--- src/rtl/regdp_pkg.sv ---
package regdp_pkg;
  localparam int DATA_W  = 32;
  localparam int BYTE_W  = 8;
  localparam int NUM_GP  = 5;
  localparam int SEL_W   = 4;
  localparam int ADDR_SH = 2;

  // B-select codes below the general registers
  localparam int SEL_MDR = 0;
  localparam int SEL_PC  = 1;
  localparam int SEL_BSX = 2;
  localparam int SEL_BZX = 3;
  localparam int SEL_GP0 = 4;

  // C-bus mask bit positions
  localparam int CE_MAR = 0;
  localparam int CE_MDR = 1;
  localparam int CE_PC  = 2;
  localparam int CE_GP0 = 3;
endpackage

--- src/rtl/regdp_memctl.sv ---
module regdp_memctl
  import regdp_pkg::*;
#(
  parameter int DW = DATA_W,
  parameter int SH = ADDR_SH
) (
  input  logic          clk_i,
  input  logic          rst_n_i,
  input  logic          rd_req_i,
  input  logic          wr_req_i,
  input  logic          fetch_req_i,
  input  logic [DW-1:0] mar_i,
  input  logic [DW-1:0] pc_i,
  output logic          rd_q_o,
  output logic          wr_q_o,
  output logic          fetch_q_o,
  output logic [DW-1:0] addr_o
);
  logic rd_n, wr_n, fe_n;
  logic rd_q, wr_q, fe_q;

  // write beats read beats fetch
  always_comb begin
    wr_n = wr_req_i;
    rd_n = rd_req_i & ~wr_req_i;
    fe_n = fetch_req_i & ~wr_req_i & ~rd_req_i;
  end

  always_ff @(posedge clk_i or negedge rst_n_i) begin
    if (!rst_n_i) begin
      rd_q <= 1'b0;
      wr_q <= 1'b0;
      fe_q <= 1'b0;
    end else begin
      rd_q <= rd_n;
      wr_q <= wr_n;
      fe_q <= fe_n;
    end
  end

  always_comb begin
    if (rd_q || wr_q)  addr_o = DW'(mar_i << SH);
    else if (fe_q)     addr_o = pc_i;
    else               addr_o = '0;
  end

  assign rd_q_o    = rd_q;
  assign wr_q_o    = wr_q;
  assign fetch_q_o = fe_q;
endmodule

--- src/rtl/regdp_regfile.sv ---
module regdp_regfile
  import regdp_pkg::*;
#(
  parameter int DW  = DATA_W,
  parameter int BW  = BYTE_W,
  parameter int NGP = NUM_GP,
  localparam int CW = NGP + 4,
  localparam int HB = CW - 1
) (
  input  logic                    clk_i,
  input  logic                    rst_n_i,
  input  logic [CW-1:0]           c_en_i,
  input  logic [DW-1:0]           c_data_i,
  input  logic                    rd_done_i,
  input  logic                    fetch_done_i,
  input  logic [DW-1:0]           rdata_i,
  output logic [DW-1:0]           mar_o,
  output logic [DW-1:0]           mdr_o,
  output logic [DW-1:0]           pc_o,
  output logic [BW-1:0]           mbr_o,
  output logic [NGP-1:0][DW-1:0]  gp_o,
  output logic [DW-1:0]           hold_o
);
  logic [DW-1:0]          mar_q, mar_n, mdr_q, mdr_n, pc_q, pc_n, hold_q, hold_n;
  logic [BW-1:0]          mbr_q, mbr_n;
  logic [NGP-1:0][DW-1:0] gp_q, gp_n;

  always_comb begin
    mar_n  = mar_q;
    mdr_n  = mdr_q;
    pc_n   = pc_q;
    mbr_n  = mbr_q;
    gp_n   = gp_q;
    hold_n = hold_q;
    if (c_en_i[CE_MAR]) mar_n = c_data_i;
    if (c_en_i[CE_MDR])  mdr_n = c_data_i;
    else if (rd_done_i)  mdr_n = rdata_i;
    if (c_en_i[CE_PC])   pc_n = c_data_i;
    if (fetch_done_i)    mbr_n = rdata_i[BW-1:0];
    for (int i = 0; i < NGP; i++) begin
      if (c_en_i[CE_GP0+i]) gp_n[i] = c_data_i;
    end
    if (c_en_i[HB]) hold_n = c_data_i;
  end

  always_ff @(posedge clk_i or negedge rst_n_i) begin
    if (!rst_n_i) begin
      mar_q  <= '0;
      mdr_q  <= '0;
      pc_q   <= '0;
      mbr_q  <= '0;
      hold_q <= '0;
    end else begin
      mar_q  <= mar_n;
      mdr_q  <= mdr_n;
      pc_q   <= pc_n;
      mbr_q  <= mbr_n;
      hold_q <= hold_n;
    end
  end

  for (genvar g = 0; g < NGP; g++) begin : g_gp
    always_ff @(posedge clk_i or negedge rst_n_i) begin
      if (!rst_n_i) gp_q[g] <= '0;
      else          gp_q[g] <= gp_n[g];
    end
  end

  assign mar_o  = mar_q;
  assign mdr_o  = mdr_q;
  assign pc_o   = pc_q;
  assign mbr_o  = mbr_q;
  assign gp_o   = gp_q;
  assign hold_o = hold_q;
endmodule

--- src/rtl/regdp_bsel.sv ---
module regdp_bsel
  import regdp_pkg::*;
#(
  parameter int DW   = DATA_W,
  parameter int BW   = BYTE_W,
  parameter int NGP  = NUM_GP,
  parameter int SELW = SEL_W
) (
  input  logic [SELW-1:0]         sel_i,
  input  logic [DW-1:0]           mdr_i,
  input  logic [DW-1:0]           pc_i,
  input  logic [BW-1:0]           mbr_i,
  input  logic [NGP-1:0][DW-1:0]  gp_i,
  output logic [DW-1:0]           bus_o
);
  always_comb begin
    bus_o = '0;
    if (sel_i == SELW'(SEL_MDR))      bus_o = mdr_i;
    else if (sel_i == SELW'(SEL_PC))  bus_o = pc_i;
    else if (sel_i == SELW'(SEL_BSX)) bus_o = {{(DW-BW){mbr_i[BW-1]}}, mbr_i};
    else if (sel_i == SELW'(SEL_BZX)) bus_o = {{(DW-BW){1'b0}}, mbr_i};
    else begin
      for (int i = 0; i < NGP; i++) begin
        if (sel_i == SELW'(SEL_GP0 + i)) bus_o = gp_i[i];
      end
    end
  end
endmodule

--- src/rtl/regdp_core.sv ---
module regdp_core
  import regdp_pkg::*;
#(
  parameter int DW   = DATA_W,
  parameter int BW   = BYTE_W,
  parameter int NGP  = NUM_GP,
  parameter int SELW = SEL_W,
  localparam int CW  = NGP + 4
) (
  input  logic            clk_i,
  input  logic            rst_n_i,
  input  logic [SELW-1:0] b_sel_i,
  input  logic [CW-1:0]   c_en_i,
  input  logic [DW-1:0]   c_data_i,
  input  logic            rd_req_i,
  input  logic            wr_req_i,
  input  logic            fetch_req_i,
  output logic [DW-1:0]   a_bus_o,
  output logic [DW-1:0]   b_bus_o,
  output logic            mem_rd_o,
  output logic            mem_wr_o,
  output logic            mem_fetch_o,
  output logic [DW-1:0]   mem_addr_o,
  output logic [DW-1:0]   mem_wdata_o,
  input  logic [DW-1:0]   mem_rdata_i
);
  logic [1:0]             rst_sync_q;
  logic                   rst_n;
  logic [DW-1:0]          mar_q, mdr_q, pc_q, hold_q;
  logic [BW-1:0]          mbr_q;
  logic [NGP-1:0][DW-1:0] gp_q;

  // assert at once, release after two edges
  always_ff @(posedge clk_i or negedge rst_n_i) begin
    if (!rst_n_i) rst_sync_q <= 2'b00;
    else          rst_sync_q <= {rst_sync_q[0], 1'b1};
  end
  assign rst_n = rst_sync_q[1];

  regdp_memctl #(.DW(DW), .SH(ADDR_SH)) u_memctl (
    .clk_i       (clk_i),
    .rst_n_i     (rst_n),
    .rd_req_i    (rd_req_i),
    .wr_req_i    (wr_req_i),
    .fetch_req_i (fetch_req_i),
    .mar_i       (mar_q),
    .pc_i        (pc_q),
    .rd_q_o      (mem_rd_o),
    .wr_q_o      (mem_wr_o),
    .fetch_q_o   (mem_fetch_o),
    .addr_o      (mem_addr_o)
  );

  regdp_regfile #(.DW(DW), .BW(BW), .NGP(NGP)) u_regfile (
    .clk_i        (clk_i),
    .rst_n_i      (rst_n),
    .c_en_i       (c_en_i),
    .c_data_i     (c_data_i),
    .rd_done_i    (mem_rd_o),
    .fetch_done_i (mem_fetch_o),
    .rdata_i      (mem_rdata_i),
    .mar_o        (mar_q),
    .mdr_o        (mdr_q),
    .pc_o         (pc_q),
    .mbr_o        (mbr_q),
    .gp_o         (gp_q),
    .hold_o       (hold_q)
  );

  regdp_bsel #(.DW(DW), .BW(BW), .NGP(NGP), .SELW(SELW)) u_bsel (
    .sel_i (b_sel_i),
    .mdr_i (mdr_q),
    .pc_i  (pc_q),
    .mbr_i (mbr_q),
    .gp_i  (gp_q),
    .bus_o (b_bus_o)
  );

  assign a_bus_o     = hold_q;
  assign mem_wdata_o = mdr_q;
endmodule

--- config.mk ---
export PLATFORM = sky130hd
export DESIGN_NAME = regdp_core
export DESIGN_NICKNAME = d
export VERILOG_FILES = /design/src/rtl/regdp_pkg.sv /design/src/rtl/regdp_memctl.sv /design/src/rtl/regdp_regfile.sv /design/src/rtl/regdp_bsel.sv /design/src/rtl/regdp_core.sv
export SDC_FILE = /design/constraint.sdc
export NUM_CORES = 1
export LEC_CHECK = 0
export BUFFER_PORTS_ARGS = -buffer_cell sky130_fd_sc_hd__buf_2
export CAP_MARGIN = 5
export CORE_MARGIN = 10
export CORE_UTILIZATION = 50
export DETAILED_ROUTE_END_ITERATION = 10
export HOLD_SLACK_MARGIN = 0.12
export PLACE_DENSITY = 0.8
export SETUP_SLACK_MARGIN = 0.1
export SYNTH_ARGS = -nofsm -noshare
export SYNTH_HDL_FRONTEND = slang
export SYNTH_HIERARCHICAL = 1
export SYNTH_SLANG_ARGS = --single-unit
--- constraint.sdc ---
create_clock -name clk_i -period 10.71 [get_ports clk_i]
set_input_delay 1.071 -clock clk_i [delete_from_list [all_inputs] [get_ports clk_i]]
set_output_delay 1.071 -clock clk_i [all_outputs]
set_load 0.01 [all_outputs]
==> flow_summary_export.csv, run 1 <==
group,metric,value,unit
clocking,cts_buffers,35,
timing,skew,11.89,ps
routing,vias_per_cell,6.054,
final_layout,multiInputGateArea,0.006978,mm2
critical_path,worst-r2r-cell-count,2,
timing,relSlewSlack,14.17,%
timing,fin_crit,4888,ps
critical_path,crit_path_start_kind,"primary input",
routing,firstDrtPassIters,6,
timing,fmax,204.6,MHz
final_layout,regArea,0.007491,mm2
critical_path,cp_top_family,"simple AND/OR/NAND/NOR gates",
synthesis,synthesis.instances,1249,
synthesis,synth_nets,1331,
critical_path,path_common_cell,"buf_2",
power,p_per_area,172.8,mW/mm2
critical_path,max_stage_delay,890,ps
critical_path,critical_path_required,9640,ps
worst_hold_path,hp-class,"in -> async",
global_routing,globalRouteMet2Util,35.21,%
power,leakage,7.567,nW
die,fp.dieW,195.1,um
final_layout,nets,1475,
final_layout,final_core_util,56.67,%
power,pwr-share-comb,15.9,%
routing,drt-initial-drc-count,914,
power,power_switching,0.0008037,W
timing,drv_slew,0,
critical_path,end_kind,"output pin",
critical_path,path_max_fanout,71,
routing,routed_wl,43.16,mm
clocking,clk_latency,520,ps
global_routing,grt_first_pass_wirelength,66.71,mm
critical_path,crit_type,"in -> out",
timing,setup_viol,0,
power,totalPowerFinal,0.002980,W
power,pwr-share-clk,39.4,%
critical_path,crit_arrival,3820,ps
clocking,clockRootBuffer,"clkbuf_16",
synthesis,avgSynthCellArea,12.27,um2
global_routing,grt_max_degree,180,
clocking,hold_buffers,0,
die,rows,64,
final_layout,fillers,2489,
final_layout,diodes,0,
critical_path,r2r_start,"rst_sync_q[1]",
clocking,cts.repair.resized,0,
critical_path,crit_buf_inv,3,
global_routing,grt_use_met1,27.10,%
run,max_cap_violations,0,
die,die_area,0.03804,mm2
clocking,cts_num_sinks,299,
global_routing,grt_overflow,0,
die,die_h,195.1,um
global_routing,grt_pass1_vias,11420,
global_routing,grtUsageTotal,21.80,%
power,seqPwrFrac,44.7,%
critical_path,ff2ff_setup_slack,8170,ps
run_status,outcome,"finished clean",
timing,finalHoldViolations,0,
critical_path,worstPathCellList,"buf_2 -> buf_4 -> nor2b_1 -> and2_2 -> a221oi_2 -> o21ai_1 -> buf_2",
final_layout,layout-drive-gt1-share,42.13,%
synthesis,mappedNetlistArea,0.01532,mm2
power,switching_share,26.97,%
clocking,post_cts_buffers,0,
global_routing,use_met3,5.687,%
routing,wire_per_inst,23.81,um
power,intPower,0.002176,W
die,core-area,0.03043,mm2
global_routing,busiest_layer,"met2",
timing,rsz0062_at_grt,"false",
clocking,clkSlewWorstSetupHoldPaths,50,ps
routing,ant_nets,0,
placed_design,port_buffers,212,
placed_design,place_congestion,0.8986,
routing,drc,0,
routing,vias,10980,
timing,worstMarginPinSlew,1283,ps
global_routing,antenna_found_initial,2,
final_layout,area_growth,12.56,%
clocking,htreeDepth,2,
clocking,cts_tree,"done",
timing,finalCritPeriodShare,45.64,%
placed_design,dp_hpwl,26.87,mm
power,vdd_ir_drop_max,94.91,uV
clocking,cts_buffer_depth,3,
die,num_io_pins,213,
timing,fin_tns_setup,0,ps
critical_path,cp_slowest_cell,"and2_2",
critical_path,r2r_end,"u_memctl/rd_q_o",
die,initial_core_util,50.35,%
synthesis,ys_warn_count,6,
-- stage by stage --
stage	area (um2)	cells	worst slack [ps]	hold WS (ps)
2_1_floorplan	15320	1249	1760	331.2
3_3_place_gp	16110	1752	5929	342.0
3_5_place_dp	16110	1752	5860	339.6
4_1_cts	17250	1813	5882	319.4
5_1_grt	17250	1813	5608	317.0
6_report	17250	1813	5822	330.2
-- routing by layer --
layer  wire (um)  up-vias
li1            -     4782
met4        1541        4
met5          21        -
met1       17410     5587
met2       20630      498
met3        3558      105
-- worst register-to-register path, stage by stage, from the launching register on --
cell and delay (ps):
dfrtp_4 880, buf_12 690, buf_4 900
-- cell type report --
class	instances	area share [%]
multi-input combinational	836	40.46
timing repair buffer	221	6.646
tap	396	2.873
clock buffer	53	6.116
clock inverter	8	0.4643
sequential	299	43.44
-- cells in the final DEF, fill, tap and decap left out, drive strengths merged --
master and count:
a211o 25, a21o 7, a21oi 48, a221oi 24, a222oi 7, a31oi 1
and2 1, and3 3, and3b 1, buf 221, bufinv 1, clkbuf 53
clkinv 6, conb 1, dfrtp 299, inv 1, mux2 292, mux2i 42
nand2 71, nand2b 25, nor2 35, nor2b 58, nor3 1, nor3b 3
nor4 1, o21a 32, o21ai 116, o221ai 8, o22a 31, o22ai 1
or2 1, or3 1
-- power by group through the flow --
stage / clock network, W / registers, W / logic (W)
6_report: 0.00117 / 0.00133 / 0.000475
5_1_grt: 0.00124 / 0.00135 / 0.000510
4_1_cts: 0.00119 / 0.00133 / 0.000475
3_5_place_dp: 0 / 0.00135 / 0.000473
3_3_place_gp: 0 / 0.00134 / 0.000461
2_1_floorplan: 0 / 0.00134 / 0.000317
-- registers in the layout, summed over array words and instances, names as in the netlist, 2 cells and up --
name	cells
u_regfile/gp_o	160
u_regfile/hold_o	32
u_regfile/mdr_o	32
u_regfile/pc_o	32
u_regfile/mar_o	30
u_regfile/mbr_o	8
rst_sync_q	2
-- how the worst max path moves through the flow --
stage                              from            endpoint  slack [ps]  cells after the start
after floorplan           rst_sync_q[1]  u_memctl/fetch_q_o        1760                      0
after global placement       b_sel_i[3]         b_bus_o[31]        5930                      7
after detailed placement     b_sel_i[3]         b_bus_o[11]        5860                      7
after CTS                    b_sel_i[3]         b_bus_o[11]        5880                      7
after global routing         b_sel_i[3]         b_bus_o[11]        5610                      7
final                        b_sel_i[3]         b_bus_o[11]        5820                      7
Note: power is estimated with default switching activity, not from simulation.
==> run 2: changes to the inputs <==
- ABC_AREA: default -> 1
- clock period: 10.71 -> 5 ns (I/O delays scaled with it)
==> run 2 against run 1 <==
  * Clock power grew 120%
  * Sequential power grew 110%
  * Utilization grew 1.1 points
  * Global-route usage grew 1.3 points
  * Sequential share of layout area is essentially flat
  * Clock-buffer cell count shrank 6
  * Combinational power grew 80%
  * Critical endpoint is now b_bus_o[10]
  * Highest routed layer is now met4
==> flow_summary_export.csv, run 2 <==
group,metric,value,unit
critical_path,crit_path_start_kind,"primary input",
critical_path,crit_type,"in -> out",
timing,holdWs,149.0,ps
clocking,cts.repair.resized,0,
timing,skew,17.06,ps
final_layout,design_area,0.01723,mm2
final_layout,nets,2291,
routing,ant_nets,0,
routing,wire_per_inst,17.45,um
critical_path,path_max_fanout,24,
timing,setup_viol,0,
global_routing,grt_pass1_vias,13200,
synthesis,synth_nets,2179,
timing,fin_ws,1567,ps
die,die_h,194.4,um
worst_hold_path,hold_path_end,"u_memctl/fetch_q_o",
die,num_io_pins,213,
global_routing,antenna_found_initial,0,
final_layout,layout-drive-gt1-share,14.73,%
die,initial_core_util,51.05,%
routing,drt-initial-drc-count,1929,
placed_design,placed_area,0.01607,mm2
synthesis,ys_warn_count,6,
die,core-area,0.02980,mm2
timing,fin_tns_setup,0,ps
critical_path,r2r_start,"u_memctl/rd_q_o",
run_status,outcome,"finished clean",
worst_hold_path,hold_depth,2,
worst_hold_path,hp-class,"in -> reg",
synthesis,synthesis.instances,2097,
power,power_switching,0.001733,W
placed_design,port_buffers,212,
critical_path,r2r_end,"u_regfile/mdr_o[14]",
placed_design,dp_hpwl,30.32,mm
timing,finalCritPeriodShare,68.66,%
final_layout,diodes,0,
worst_hold_path,hold_start,"rd_req_i",
routing,drc,0,
run,max_cap_violations,0,
placed_design,dp_slack,1689,ps
critical_path,end_kind,"output pin",
power,leakage,9.669,nW
clocking,htreeDepth,2,
synthesis,mappedNetlistArea,0.01521,mm2
critical_path,ff2ff_setup_slack,3000,ps
power,pwr-share-comb,13.8,%
timing,drv_slew,0,
critical_path,critical_path_required,4500,ps
clocking,cts_buffer_depth,3,
timing,finalHoldViolations,0,
power,seqPwrFrac,45.2,%
synthesis,avgSynthCellArea,7.254,um2
routing,firstDrtPassIters,6,
clocking,cts_tree,"done",
routing,vias_per_cell,5.236,
timing,worstMarginPinSlew,1258,ps
timing,rsz0062_at_grt,"false",
power,p_per_area,359.4,mW/mm2
power,switching_share,27.99,%
timing,fmax,291.3,MHz
power,pwr-share-clk,41.0,%
clocking,clk_latency,510,ps
routing,vias,13730,
global_routing,grt_max_degree,170,
clocking,clockRootBuffer,"clkbuf_16",
critical_path,worst-r2r-cell-count,5,
power,vdd_ir_drop_max,265.5,uV
global_routing,grt_overflow,0,
final_layout,largest_reg_flops,160,
clocking,cts_num_sinks,299,
die,die_area,0.03780,mm2
timing,fin_crit,3433,ps
clocking,clkSlewWorstSetupHoldPaths,60,ps
final_layout,area_growth,13.24,%
routing,routed_wl,45.76,mm
timing,relSlewSlack,15.91,%
placed_design,place_congestion,0.9907,
die,fp.dieW,194.4,um
global_routing,grtUsageTotal,23.11,%
final_layout,layout_common_cells,"nand2_1, inv_1, dfrtp_1",
global_routing,grt_first_pass_wirelength,71.75,mm
final_layout,final_common_cell,"nand2_1",
critical_path,crit_arrival,2930,ps
clocking,cts_buffers,34,
power,intPower,0.004458,W
die,rows,63,
==> run 2: layer usage <==
metal | up-vias | share of wire [%] | wire length (um) | track usage, %
met2 | 728 | 45 | 20480 | 35.31
met5 | - | 0 | 0 | 0
met1 | 6437 | 43 | 19780 | 32.11
met3 | 85 | 9.5 | 4333 | 4.715
li1 | 6484 | - | - | -
met4 | 0 | 2.6 | 1171 | 7.524
==> run 2: area by class of cell <==
type / instances / area (um2)
inverters: 394 / 1481
fillers: 2640 / 12570
flip-flops and latches: 299 / 7486
clock buffers: 47 / 993.5
well taps: 390 / 488.0
clock inverters: 13 / 142.6
repair buffers: 223 / 1174
multi-input cells: 1257 / 5461
==> run 2: worst max path at each step <==
stage                       start            endpoint  slack, ps  depth (start not counted)
floorplan           rst_sync_q[1]  u_memctl/fetch_q_o        110                          0
CTS                    b_sel_i[1]         b_bus_o[23]       1650                          7
global route           b_sel_i[3]         b_bus_o[10]       1510                          5
finish                 b_sel_i[3]         b_bus_o[10]       1570                          5
global placement       b_sel_i[3]         b_bus_o[31]       1700                          5
detailed placement     b_sel_i[3]          b_bus_o[9]       1690                          5
==> run 2: stage by stage <==
step | util [%] | total power (W) | cells
after global routing | 57.81 | 0.006448 | 2623
final | 57.81 | 0.006191 | 2623
after floorplan | - | 0.003338 | 2097
after detailed placement | 53.93 | 0.003675 | 2561
after CTS | 57.81 | 0.006214 | 2623
after global placement | 53.93 | 0.003638 | 2561
==> run 2: critical path, stage by stage <==
cell,delay [ps]
buf_2,130
nor2_1,520
nand3_1,1030
nand4_1,530
buf_2,200
==> run 2: repair_timing <==
item | in CTS | in global routing
hold endpoints to repair | 3 | 0
buffers inserted | 0 | 0
setup endpoints to repair | 0 | 0
hold buffers | 2 | 0
==> run 2: power by group through the flow <==
stage	clock network (W)	logic (W)	registers [W]
final	0.00254	0.000855	0.00280
after global routing	0.00267	0.000957	0.00282
after CTS	0.00257	0.000849	0.00279
after detailed placement	0	0.000842	0.00283
after global placement	0	0.000812	0.00283
after floorplan	0	0.000485	0.00285
==> run 3: changes to the inputs <==
- ABC_AREA: 1 -> 0
- PLACE_DENSITY: 0.8 -> 0.83
- clock period: 5 -> 2.9 ns (I/O delays scaled with it)
==> run 3 against run 2 <==
  * Non-clock buffer count rose by 70
  * Largest cell class unchanged
  * Critical path type unchanged
  * Clock skew rose by 3.6 ps
  * Sequential power rose by 75%
==> flow_summary_export.csv, run 3 (synthesis results as in run 1) <==
group,metric,value,unit
run_status,outcome,"finished clean",
routing,routed_wl,45.69,mm
die,rows,64,
critical_path,crit_type,"in -> out",
critical_path,critical_path_required,2610,ps
power,totalPowerFinal,0.01106,W
global_routing,grt_first_pass_wirelength,70.97,mm
final_layout,fin_cells,1883,
critical_path,ff2ff_setup_slack,670,ps
die,num_io_pins,213,
power,switching_share,27.57,%
die,die_area,0.03804,mm2
worst_hold_path,hold_start,"c_data_i[18]",
timing,setup_viol,0,
critical_path,crit_path_start_kind,"primary input",
critical_path,path_max_fanout,17,
clocking,cts_tree,"done",
power,leakage,7.893,nW
routing,ant_nets,0,
global_routing,grtUsageTotal,23.03,%
routing,wire_per_inst,24.27,um
global_routing,grt_overflow,0,
final_layout,layout_common_cells,"dfrtp_1, mux2_2, buf_2",
worst_hold_path,hold_depth,3,
clocking,clockRootBuffer,"clkbuf_16",
routing,drt-initial-drc-count,1142,
run,max_cap_violations,0,
clocking,cts_num_sinks,299,
timing,finalCritPeriodShare,87.89,%
worst_hold_path,hp-class,"in -> reg",
timing,fmax,392.3,MHz
worst_hold_path,hold_path_end,"u_regfile/mdr_o[18]",
power,power_switching,0.003051,W
final_layout,final_common_cell,"dfrtp_1",
clocking,clkSlewWorstSetupHoldPaths,60,ps
routing,firstDrtPassIters,5,
placed_design,placedCellCount,1770,
routing,vias_per_cell,6.100,
power,pwr-share-comb,17.3,%
critical_path,r2r_end,"u_regfile/mdr_o[24]",
clocking,clk_latency,530,ps
placed_design,port_buffers,212,
global_routing,grt_max_degree,75,
timing,fin_crit,2549,ps
global_routing,antenna_found_initial,1,
final_layout,area_growth,17.18,%
power,pwr-share-clk,38.4,%
final_layout,largest_reg_flops,160,
routing,drc,0,
placed_design,dp_hpwl,28.58,mm
power,intPower,0.008014,W
power,seqPwrFrac,44.4,%
critical_path,crit_arrival,2260,ps
final_layout,nets,1546,
final_layout,final_core_util,59.00,%
clocking,htreeDepth,2,
die,fp.dieW,195.1,um
critical_path,worst-r2r-cell-count,4,
die,core-area,0.03043,mm2
clocking,cts.repair.resized,0,
critical_path,r2r_start,"u_memctl/rd_q_o",
timing,worstMarginPinSlew,999.2,ps
final_layout,fillers,2378,
timing,fin_tns_setup,0,ps
placed_design,place_congestion,0.9174,
clocking,cts_buffers,34,
routing,vias,11490,
clocking,cts_buffer_depth,3,
global_routing,grt_pass1_vias,12150,
critical_path,end_kind,"output pin",
final_layout,layout-drive-gt1-share,41.35,%
die,initial_core_util,50.35,%
power,vdd_ir_drop_max,421.2,uV
die,die_h,195.1,um
timing,rsz0062_at_grt,"false",
timing,relSlewSlack,33.39,%
timing,skew,20.66,ps
timing,drv_slew,0,
power,p_per_area,616.3,mW/mm2
timing,finalHoldViolations,0,
run 3: cell types whose count changed in the layout (fill, tap and decap cells not counted), moves of 57 or more:
cell | previous run | this run
nand2_1 | 722 | 71
inv_1 | 387 | 0
o21ai_0 | 295 | 32
mux2_2 | 0 | 260
nand3_1 | 74 | 0
o21ai_1 | 20 | 84
nor2b_1 | 0 | 57
run 3: area by class of cell:
class / count / area [um2] / area share [%]
Clock inverter: 16 / 190.2 / 1.059
Antenna cell: 2 / 5.005 / 0.02788
Multi-Input combinational cell: 836 / 6978 / 38.87
Sequential cell: 299 / 7491 / 41.72
Clock buffer: 41 / 897.1 / 4.997
Timing Repair Buffer: 293 / 1897 / 10.57
Tap cell: 396 / 495.5 / 2.760
run 3: worst max-delay path by stage:
| stage | to | slack (ps) | start | depth (start not counted) |
|---|---|---|---|---|
| finish | b_bus_o[25] | 350 | b_sel_i[2] | 7 |
| global route | b_bus_o[25] | 310 | b_sel_i[2] | 7 |
| CTS | b_bus_o[25] | 400 | b_sel_i[2] | 7 |
| detailed placement | b_bus_o[25] | 450 | b_sel_i[2] | 7 |
| global placement | b_bus_o[27] | 500 | b_sel_i[2] | 7 |
| floorplan | u_memctl/fetch_q_o | -80 | rst_sync_q[1] | 0 |
run 3: timing repair:
action	CTS	global route
hold endpoints to repair	49	0
hold buffers	54	0
buffers inserted	0	0
run 3: per-layer routing:
layer	share of wire, %	GRT usage (%)	up-vias
met5	0	0	-
met4	4.6	10.52	0
met3	7.6	4.625	136
met2	47	37.15	600
met1	40	29.32	5822
li1	-	-	4928
run 3: power by group through the flow:
stage          clock [W]  combinational, W  sequential [W]
2_1_floorplan          0           0.00117         0.00496
3_3_place_gp           0           0.00175         0.00494
3_5_place_dp           0           0.00180         0.00497
4_1_cts          0.00431           0.00189         0.00490
5_1_grt          0.00448           0.00204         0.00496
6_report         0.00424           0.00191         0.00491
run 3: per-stage QoR:
| stage | instance area, um2 | worst slack, ps | hold WS [ps] |
|---|---|---|---|
| after floorplan | 15320 | -76.12 | -5.591 |
| after global placement | 16320 | 498.8 | 78.44 |
| after detailed placement | 16320 | 447.7 | 79.56 |
| after CTS | 17950 | 399.7 | 121.9 |
| after global routing | 17950 | 313.3 | 133.8 |
| final | 17950 | 351.2 | 135.0 |
run 3: worst max-delay path, stage by stage:
cell and delay, ps:
buf_2 260, nor2b_2 430, and3_4 520, buf_4 290
a221oi_2 90, o21ai_1 200, buf_2 160
